===== config.mk =====
export PLATFORM = sky130hd
export DESIGN_NAME = burst_target_ctrl
export DESIGN_NICKNAME = d
export VERILOG_FILES = /design/src/rtl/burst_target_pkg.sv /design/src/rtl/burst_word_counter.sv /design/src/rtl/burst_target_fsm.sv /design/src/rtl/burst_target_ctrl.sv
export SDC_FILE = /design/constraint.sdc
export NUM_CORES = 1
export LEC_CHECK = 0
export CAP_MARGIN = 10
export CORE_ASPECT_RATIO = 1.25
export CORE_MARGIN = 2
export CORE_UTILIZATION = 29
export CTS_BUF_LIST = sky130_fd_sc_hd__clkbuf_2 sky130_fd_sc_hd__clkbuf_4 sky130_fd_sc_hd__clkbuf_8
export CTS_CLUSTER_DIAMETER = 120
export DETAILED_ROUTE_END_ITERATION = 7
export DONT_BUFFER_PORTS = 1
export GPL_ROUTABILITY_DRIVEN = 0
export MAX_ROUTING_LAYER = met4
export PLACE_DENSITY = 0.44
export SLEW_MARGIN = 20
export SYNTH_ARGS = -nofsm -noshare
export SYNTH_HDL_FRONTEND = slang
export SYNTH_HIERARCHICAL = 1
export SYNTH_SLANG_ARGS = --single-unit

===== constraint.sdc =====
create_clock -name clk -period 2.9 [get_ports clk]
set_clock_uncertainty 0.05 [all_clocks]
set_input_delay 0.58 -clock clk [delete_from_list [all_inputs] [get_ports clk]]
set_output_delay 0.58 -clock clk [all_outputs]
set_load 0.01 [all_outputs]

===== src/rtl/burst_target_pkg.sv =====
// Package: shared state encoding for the burst-limited target controller.
// Assumes: nothing beyond IEEE 1800-2017.
package burst_target_pkg;

    typedef enum logic [1:0] {
        TS_IDLE    = 2'd0,   // bus idle or between transactions
        TS_XFER    = 2'd1,   // claimed, moving words
        TS_DRAIN   = 2'd2,   // stop issued, waiting for the initiator to let go
        TS_FOREIGN = 2'd3    // another target's transaction is on the bus
    } tgt_state_e;

endpackage


===== src/rtl/burst_word_counter.sv =====
// Module: counts words moved in the current transaction and flags the
// word after which the stop line must be armed.
// Assumes: clear and step are never high in the same clock (claim clock
// carries no transfer because target-ready is still off then).
module burst_word_counter #(
    parameter int BURST_MAX = 4
) (
    input  logic clk,
    input  logic rst_n,
    input  logic clear,
    input  logic step,
    output logic arm_halt
);
    localparam int CW     = $clog2(BURST_MAX + 1);
    localparam bit ARM_EN = (BURST_MAX >= 2);
    localparam int ARM_AT = ARM_EN ? BURST_MAX - 2 : 0;

    logic [CW-1:0] count;

    // Word counter: cleared on claim, advanced per transferred word, saturates.
    always_ff @(posedge clk) begin
        if (!rst_n) begin
            count <= '0;
        end else if (clear) begin
            count <= '0;
        end else if (step && (count != CW'(BURST_MAX))) begin
            count <= count + 1'b1;
        end
    end

    // Arm flag: the word completing now is the one before the last allowed.
    always_comb begin
        arm_halt = ARM_EN && (count == CW'(ARM_AT));
    end

    // never more words than the limit
    p_count_bound_r5: assert property (@(posedge clk) disable iff (!rst_n)
        count <= CW'(BURST_MAX));

    // no transfer is offered once the limit has been reached
    p_step_limit_r5: assert property (@(posedge clk) disable iff (!rst_n)
        step |-> (count < CW'(BURST_MAX)));

endmodule


===== src/rtl/burst_target_fsm.sv =====
// Module: target handshake state machine. Claims on a decode hit, moves
// words, raises stop with ready on the last allowed word, and holds stop
// until the initiator releases both of its lines.
// Assumes: initiator follows the bus rules (ready held until completion,
// cycle line released only while ready is asserted). Outputs are registered
// and in positive logic; the top inverts them.
module burst_target_fsm
    import burst_target_pkg::*;
#(
    parameter int BURST_MAX = 4
) (
    input  logic clk,
    input  logic rst_n,
    input  logic ini_cyc_n,
    input  logic ini_rdy_n,
    input  logic addr_hit,
    input  logic arm_halt,
    output logic sel_q,
    output logic rdy_q,
    output logic halt_q,
    output logic claim,
    output logic xfer
);
    localparam bit HALT_AT_CLAIM = (BURST_MAX == 1);

    tgt_state_e state, state_d;
    logic       sel_d, rdy_d, halt_d;
    logic       bus_free;

    // Word moves when both ready lines are asserted.
    always_comb begin
        xfer     = !ini_rdy_n && rdy_q;
        bus_free = ini_cyc_n && ini_rdy_n;
    end

    // Next-state and next-output decision.
    always_comb begin
        state_d = state;
        sel_d   = sel_q;
        rdy_d   = rdy_q;
        halt_d  = halt_q;
        claim   = 1'b0;
        case (state)
            TS_IDLE: begin
                if (!ini_cyc_n) begin
                    if (addr_hit) begin
                        state_d = TS_XFER;
                        sel_d   = 1'b1;
                        rdy_d   = 1'b1;
                        halt_d  = HALT_AT_CLAIM;
                        claim   = 1'b1;
                    end else begin
                        state_d = TS_FOREIGN;
                    end
                end
            end
            TS_FOREIGN: begin
                if (bus_free) begin
                    state_d = TS_IDLE;
                end
            end
            TS_XFER: begin
                if (xfer) begin
                    if (halt_q) begin
                        state_d = TS_DRAIN;
                        rdy_d   = 1'b0;
                    end else if (ini_cyc_n) begin
                        state_d = TS_IDLE;
                        sel_d   = 1'b0;
                        rdy_d   = 1'b0;
                    end else if (arm_halt) begin
                        halt_d  = 1'b1;
                    end
                end else if (bus_free) begin
                    state_d = TS_IDLE;
                    sel_d   = 1'b0;
                    rdy_d   = 1'b0;
                    halt_d  = 1'b0;
                end
            end
            TS_DRAIN: begin
                if (bus_free) begin
                    state_d = TS_IDLE;
                    sel_d   = 1'b0;
                    halt_d  = 1'b0;
                end
            end
            default: begin
                state_d = TS_IDLE;
                sel_d   = 1'b0;
                rdy_d   = 1'b0;
                halt_d  = 1'b0;
            end
        endcase
    end

    // State and output registers with synchronous reset.
    always_ff @(posedge clk) begin
        if (!rst_n) begin
            state  <= TS_IDLE;
            sel_q  <= 1'b0;
            rdy_q  <= 1'b0;
            halt_q <= 1'b0;
        end else begin
            state  <= state_d;
            sel_q  <= sel_d;
            rdy_q  <= rdy_d;
            halt_q <= halt_d;
        end
    end

    // a hit in idle claims the bus on the next clock
    p_claim_next_r2: assert property (@(posedge clk) disable iff (!rst_n)
        (state == TS_IDLE && !ini_cyc_n && addr_hit) |=> (sel_q && rdy_q));

    // a miss in idle is never claimed
    p_no_foreign_claim_r3: assert property (@(posedge clk) disable iff (!rst_n)
        (state == TS_FOREIGN) |=> !sel_q);

    // stop first appears only alongside target-ready
    p_halt_with_rdy_r5: assert property (@(posedge clk) disable iff (!rst_n)
        $rose(halt_q) |-> rdy_q);

    // ready drops after a word moved under stop
    p_rdy_drop_r6: assert property (@(posedge clk) disable iff (!rst_n)
        (xfer && halt_q) |=> !rdy_q);

    // stop held while the initiator still owns a line
    p_halt_hold_r7: assert property (@(posedge clk) disable iff (!rst_n)
        (halt_q && !bus_free) |=> halt_q);

    // stop and select are released together
    p_halt_sel_release_r7: assert property (@(posedge clk) disable iff (!rst_n)
        $fell(halt_q) |-> $fell(sel_q));

    // an early end without stop releases select and ready
    p_early_end_r8: assert property (@(posedge clk) disable iff (!rst_n)
        (xfer && !halt_q && ini_cyc_n) |=> (!sel_q && !rdy_q && !halt_q));

    // initiator wait keeps target-ready on
    p_wait_keeps_rdy_r9: assert property (@(posedge clk) disable iff (!rst_n)
        (state == TS_XFER && ini_rdy_n && !ini_cyc_n) |=> rdy_q);

    // the extra final phase after stop keeps select and stop on
    p_drain_phase_r10: assert property (@(posedge clk) disable iff (!rst_n)
        (state == TS_DRAIN && ini_cyc_n && !ini_rdy_n) |=> (sel_q && halt_q && !rdy_q));

endmodule


===== src/rtl/burst_target_ctrl.sv =====
// Module: top of the burst-limited target handshake controller. Wires the
// state machine to the word counter and presents active-low bus lines.
// Assumes: addr_hit is valid in the clock where the transaction starts.
module burst_target_ctrl #(
    parameter int BURST_MAX = 4
) (
    input  logic clk,
    input  logic rst_n,
    input  logic ini_cyc_n,
    input  logic ini_rdy_n,
    input  logic addr_hit,
    output logic tgt_sel_n,
    output logic tgt_rdy_n,
    output logic tgt_halt_n,
    output logic word_strobe
);
    logic sel_q, rdy_q, halt_q;
    logic claim, xfer, arm_halt;

    burst_target_fsm #(.BURST_MAX(BURST_MAX)) u_fsm (
        .clk       (clk),
        .rst_n     (rst_n),
        .ini_cyc_n (ini_cyc_n),
        .ini_rdy_n (ini_rdy_n),
        .addr_hit  (addr_hit),
        .arm_halt  (arm_halt),
        .sel_q     (sel_q),
        .rdy_q     (rdy_q),
        .halt_q    (halt_q),
        .claim     (claim),
        .xfer      (xfer)
    );

    burst_word_counter #(.BURST_MAX(BURST_MAX)) u_count (
        .clk      (clk),
        .rst_n    (rst_n),
        .clear    (claim),
        .step     (xfer),
        .arm_halt (arm_halt)
    );

    // Drive active-low bus lines and the per-word strobe.
    always_comb begin
        tgt_sel_n   = !sel_q;
        tgt_rdy_n   = !rdy_q;
        tgt_halt_n  = !halt_q;
        word_strobe = xfer;
    end

endmodule


==> impl_metrics.json, run 1 <==
{
  "cts_resized": 0,
  "synth-edff-count": 0,
  "synth-seq-cells": 8,
  "h-tree-depth": 1,
  "yosys_warnings": 6,
  "boundaryPins": 9,
  "hpwl_mm": 1.16,
  "arrival_ns": 2.26,
  "portBuffers": 0,
  "antenna_found_initial": 0,
  "clk_pin_slew_ns": 0.06,
  "pwr-share-clk_pct": 23.0,
  "synthFlopType": "dfxtp_1",
  "crit_path_start_kind": "flip-flop",
  "nets": 95,
  "required_ns": 3.04,
  "cp.buffers_inverters": 1,
  "worstMarginPinSlew_ns": 0.546,
  "synthArstFlopShare_pct": 0,
  "postCtsHoldBufs": 0,
  "ys_types": 32,
  "rsz0062_at_grt": "false",
  "synth_top_cell_by_area": "dfxtp_1",
  "grt_pass1_vias": 547,
  "final_period_minus_worst_setup_slack_ns": 2.12,
  "clk-insertion-delay-late_ns": 0.25,
  "grt_max_degree": 11,
  "via_per_inst": 5.32,
  "first_iter_violations": 13,
  "clockBufferDepth": 2,
  "drive_above_1_share_pct": 7.50,
  "p_per_area_mw_per_mm2": 535,
  "wirelength_mm": 1.47,
  "ys_seq_area_share_pct": 24.7,
  "first_pass_iters": 6,
  "path_cells": "inv_1, ha_1, and2_4, or3_1, or4_1, a31oi_1",
  "cts_tree": "done",
  "pwr-share-comb_pct": 39.8,
  "netlist.area_leader.share_pct": 24.7,
  "vias": 590,
  "hold_path.class": "in2reg",
  "overflow": 0,
  "p_int_w": 0.000239,
  "dp.cells": 108,
  "route.detailed.drc": 0,
  "yosys.cell_count.top_type": "inv_1",
  "synth_area_sq_um": 649,
  "cts_root_buf": "clkbuf_4",
  "antenna_left": 0,
  "place_area_sq_um": 684,
  "fmax_mhz": 472,
  "numCtsBuffers": 3,
  "endpoint_kind": "flip-flop",
  "die_h_um": 56.9,
  "relSlewSlack_pct": 63.3,
  "max_stage_delay_ns": 0.51,
  "initial_core_util_pct": 30.0,
  "cts_setup_buffers": 0,
  "rows": 19,
  "slew_viol_final": 0,
  "grt_first_pass_wirelength_mm": 2.44,
  "area_delta_synth_final_pct": 8.86,
  "maxCapViolations": 0,
  "grt_usage_pct": 13.4,
  "crit_slowest_cell": "or4_1",
  "setup_viol": 0,
  "p_switching_w": 0.000139,
  "num_antenna_cells": 0,
  "fin_cells": 111,
  "leakagePower_nw": 0.294,
  "ys_top_cells_by_count": "inv_1 (11), dfxtp_1 (8), ha_1 (8)",
  "crit_type": "reg2reg",
  "finalHoldViolCount": 0,
  "switching_share_pct": 36.8,
  "post-route-period-util_pct": 73.1,
  "netlist_top_cells_area": "dfxtp_1 (25%), ha_1 (15%), inv_1 (6.4%)",
  "fp.coreArea_sq_mm": 0.00216,
  "wl_per_cell_um": 13.2,
  "hold_ws_ns": 0.424,
  "design_area_sq_um": 707,
  "vdd_ir_drop_max_v": 0.000195,
  "p_seq_share_pct": 37.2,
  "outcome": "finished clean",
  "die_area_sq_mm": 0.00264,
  "syn_inst": 78,
  "setup_tns_ns": 0,
  "avgSynthCellArea_sq_um": 8.33,
  "cp_top_family": "simple AND/OR/NAND/NOR gates",
  "cts.sinks": 8,
  "synth.net_count": 91,
  "fp.dieW_um": 46.3,
  "ff2ff_setup_slack_ns": 0.78,
  "crit_fanout": 7
}
cell type report:
cell class	instances	area (sq um)
Tap cell	31	38.8
Fill cell	225	1460
Clock buffer	3	22.5
Sequential cell	8	160
Inverter	11	41.3
Multi-Input combinational cell	58	444
path summary, 6_finish.rpt:
| kind | to | startpoint | cells after the start |
|---|---|---|---|
| worst max-delay path | u_fsm/halt_q$_SDFFE_PN0P_ | u_fsm/state[0]$_SDFFE_PN0P_ | 6 |
| worst min register to register | u_fsm/sel_q$_SDFFE_PN0P_ | u_fsm/sel_q$_SDFFE_PN0P_ | 2 |
| worst min-delay path | u_fsm/rdy_q$_SDFFE_PN0P_ | rst_n | 1 |
| worst max register to register | u_fsm/halt_q$_SDFFE_PN0P_ | u_fsm/state[0]$_SDFFE_PN0P_ | 6 |
cell families (layout without fill, tap and decap cells):
logic type               count (synthesis)  after routing  share of synthesized area, %
AO/OA/AOI/OAI                           20             20                          21.6
adder cells (fa/ha/maj)                  8              8                          15.4
buffers and inverters                   12             14                          6.94
flip-flops                               8              8                          24.7
multiplexers                             2              2                          3.08
AND/OR/NAND/NOR                         28             28                          28.3
per-stage QoR:
step | worst slack, ns | util [%] | power, W
after floorplan | 0.927 | - | 0.000263
after global placement | 0.783 | 31.6 | 0.000298
after detailed placement | 0.783 | 31.6 | 0.000293
after CTS | 0.770 | 32.7 | 0.000386
after global routing | 0.665 | 32.7 | 0.000411
final | 0.781 | 32.7 | 0.000378
state kept, by name (all words and copies together), names as in the netlist:
name	flops
u_count/count	3
u_fsm/halt_q	1
u_fsm/rdy_q	1
u_fsm/sel_q	1
u_fsm/state	2
power by group through the flow:
stage / Clock (W) / Sequential, W / Combinational, W
after floorplan: 0 / 0.000139 / 0.000124
after global placement: 0 / 0.000143 / 0.000155
after detailed placement: 0 / 0.000144 / 0.000150
after CTS: 0.0000940 / 0.000141 / 0.000150
after global routing: 0.000101 / 0.000143 / 0.000167
final: 0.0000871 / 0.000141 / 0.000150
layout by cell type (no fill, tap or decap):
master      n
or3b_1      1
a211oi_1    2
nand2_1     4
and3b_1     1
or3_1       3
and4b_1     1
or4_1       1
nor4b_2     1
o2111ai_1   1
o32ai_1     1
dfxtp_1     8
nor2b_1     3
a21oi_1     3
nor3_1      2
a31oi_1     3
a2111o_1    1
a31o_2      1
nand2b_1    2
a21boi_1    1
a311o_1     1
mux2i_1     2
a21o_1      1
clkbuf_4    3
and2_4      1
nor2_1      2
nand3b_1    4
o21ai_0     4
a211o_1     1
nor4_1      1
ha_1        8
inv_1      11
nand4_1     1
worst reg2reg max path, stage by stage, from the launching register on:
cell and delay (ns):
dfxtp_1 0.38, inv_1 0.11, ha_1 0.28, and2_4 0.20
or3_1 0.36, or4_1 0.52, a31oi_1 0.16
layer usage:
layer	wire length, um	global-route usage (%)	vias up
met2	764	20.0	18
li1	-	-	290
met5	0	-	-
met1	592	14.8	278
met3	86	4.18	4
met4	24	8.16	0
(Power assumes the default switching activity.)
==> run 2, diff against run 1 <==
==> constraint.sdc (replaced) <==
create_clock -name clk -period 2.1 [get_ports clk]
set_clock_uncertainty 0.05 [all_clocks]
set_input_delay 0.42 -clock clk [delete_from_list [all_inputs] [get_ports clk]]
set_output_delay 0.42 -clock clk [all_outputs]
set_load 0.01 [all_outputs]
==> impl_metrics.json, run 2 (synthesis results as in run 1) <==
{
  "outcome": "finished clean",
  "max_stage_delay_ns": 0.50,
  "grt_pass1_vias": 569,
  "first_iter_violations": 6,
  "p_int_w": 0.000346,
  "fp.dieW_um": 46.3,
  "antenna_found_initial": 0,
  "pwr-share-comb_pct": 42.0,
  "pwr-share-clk_pct": 23.0,
  "cts.sinks": 8,
  "cts_setup_buffers": 0,
  "die_h_um": 56.9,
  "setup_viol": 0,
  "h-tree-depth": 1,
  "clockBufferDepth": 2,
  "boundaryPins": 9,
  "clk-insertion-delay-late_ns": 0.25,
  "grt_max_degree": 10,
  "setup_tns_ns": 0,
  "biggestRegsByFlops": "u_count/count (3), u_fsm/state (2)",
  "mostFrequentLayoutCell": "inv_1",
  "p_per_area_mw_per_mm2": 743,
  "clk_pin_slew_ns": 0.06,
  "cts_tree": "done",
  "wl_per_cell_um": 13.5,
  "drive_above_1_share_pct": 14.3,
  "cts_root_buf": "clkbuf_4",
  "crit_path_start_kind": "flip-flop",
  "largest_reg_flops": 3,
  "multi_input_area_sq_um": 447,
  "initial_core_util_pct": 30.0,
  "grt_first_pass_wirelength_mm": 2.50,
  "hold_path.class": "in2reg",
  "rsz0062_at_grt": "false",
  "first_pass_iters": 4,
  "overflow": 0,
  "postCtsHoldBufs": 0,
  "required_ns": 2.24,
  "grt_usage_pct": 13.7,
  "switching_share_pct": 37.2,
  "hpwl_mm": 1.21,
  "place_ws_ns": 0.0871,
  "relSlewSlack_pct": 79.0,
  "fin_cells": 115,
  "post-route-period-util_pct": 92.6,
  "path_cells": "inv_1, ha_2, and2_4, or3_1, or4_1, a31oi_1",
  "regMostFlops": "u_count/count",
  "numCtsBuffers": 3,
  "p_seq_share_pct": 34.9,
  "regArea_sq_um": 161,
  "num-fill-cells": 249,
  "area_delta_synth_final_pct": 14.1,
  "crit_type": "reg2reg",
  "finalHoldViolCount": 0,
  "num_antenna_cells": 0,
  "vdd_ir_drop_max_v": 0.000336,
  "route.detailed.drc": 0,
  "via_per_inst": 5.26,
  "wirelength_mm": 1.56,
  "p_switching_w": 0.000205,
  "leakagePower_nw": 0.314,
  "rows": 19,
  "fmax_mhz": 514,
  "endpoint_kind": "flip-flop",
  "fin_util_pct": 34.2,
  "setup_ws_ns": 0.154,
  "vias": 605,
  "crit_fanout": 5,
  "arrival_ns": 2.08,
  "die_area_sq_mm": 0.00264,
  "final_cell_mix": "inv_1 (11), ha_1 (7), dfxtp_1 (7)",
  "finalPower_w": 0.000551,
  "fp.coreArea_sq_mm": 0.00216,
  "maxCapViolations": 0,
  "nets": 99,
  "portBuffers": 0,
  "worstMarginPinSlew_ns": 0.313,
  "slew_viol_final": 0,
  "crit_slowest_cell": "or4_1",
  "final_period_minus_worst_setup_slack_ns": 1.95,
  "antenna_left": 0,
  "dp.cells": 112
}
-- run 2: cell count changes in the layout (fill, tap and decap cells not counted), sizes merged --
cell | previous run | this run
buf | 0 | 4
-- run 2: cell type report --
class                           instances  share of cell area, %
Inverter                               11                   5.57
Timing Repair Buffer                    4                   4.05
Clock buffer                            3                   3.04
Sequential cell                         8                   21.8
Multi-Input combinational cell         58                   60.3
Tap cell                               31                   5.24
-- run 2: power groups by stage --
stage               combinational [W]  clock (W)  sequential (W)
floorplan                    0.000171          0        0.000192
global placement             0.000230          0        0.000195
detailed placement           0.000229          0        0.000196
CTS                          0.000231   0.000133        0.000192
global route                 0.000254   0.000144        0.000197
finish                       0.000231   0.000127        0.000192
-- run 2: per-layer routing --
layer | vias up | track usage, % | part of all wire (%)
met3 | 2 | 4.50 | 3.2
li1 | 301 | - | -
met5 | - | - | 0
met2 | 16 | 21.2 | 52
met4 | 0 | 6.12 | 1.4
met1 | 286 | 15.4 | 43
-- run 2: worst paths after layout --
kind,from,to,slack (ns),cells past startpoint
max reg2reg,u_fsm/state[0]$_SDFFE_PN0P_,u_fsm/halt_q$_SDFFE_PN0P_,0.15,6
min reg2reg,u_fsm/sel_q$_SDFFE_PN0P_,u_fsm/sel_q$_SDFFE_PN0P_,0.43,2
min,rst_n,u_fsm/state[0]$_SDFFE_PN0P_,0.26,2
max,u_fsm/state[0]$_SDFFE_PN0P_,u_fsm/halt_q$_SDFFE_PN0P_,0.15,6
-- run 2: metrics by stage --
stage               area [sq um]  hold WS, ns
floorplan                    649        0.388
global placement             714        0.423
detailed placement           714        0.429
CTS                          737        0.255
global route                 741        0.250
finish                       741        0.261
-- run 2: what timing repair did --
action,CTS,global route
gates resized for setup,0,2
endpoints found under the setup margin,0,2
hold endpoints to repair,0,0
-- run 2: worst max-delay path: cells and delay by family, from the launching register on --
| kind | cells | cell delay, ns |
|---|---|---|
| compound gates | 1 | 0.16 |
| fa+ha+maj | 1 | 0.20 |
| buf+inv | 1 | 0.09 |
| flops | 1 | 0.35 |
| simple gates | 3 | 1.03 |
==> run 3, diff against run 2 <==
--- a/config.mk
+++ b/config.mk
@@ -21,3 +21,4 @@
 export SYNTH_HDL_FRONTEND = slang
 export SYNTH_HIERARCHICAL = 1
 export SYNTH_SLANG_ARGS = --single-unit
+export TNS_END_PERCENT = 50
==> results of run 3 <==
The final DEF is identical to that of run 2; final timing and power are the same.
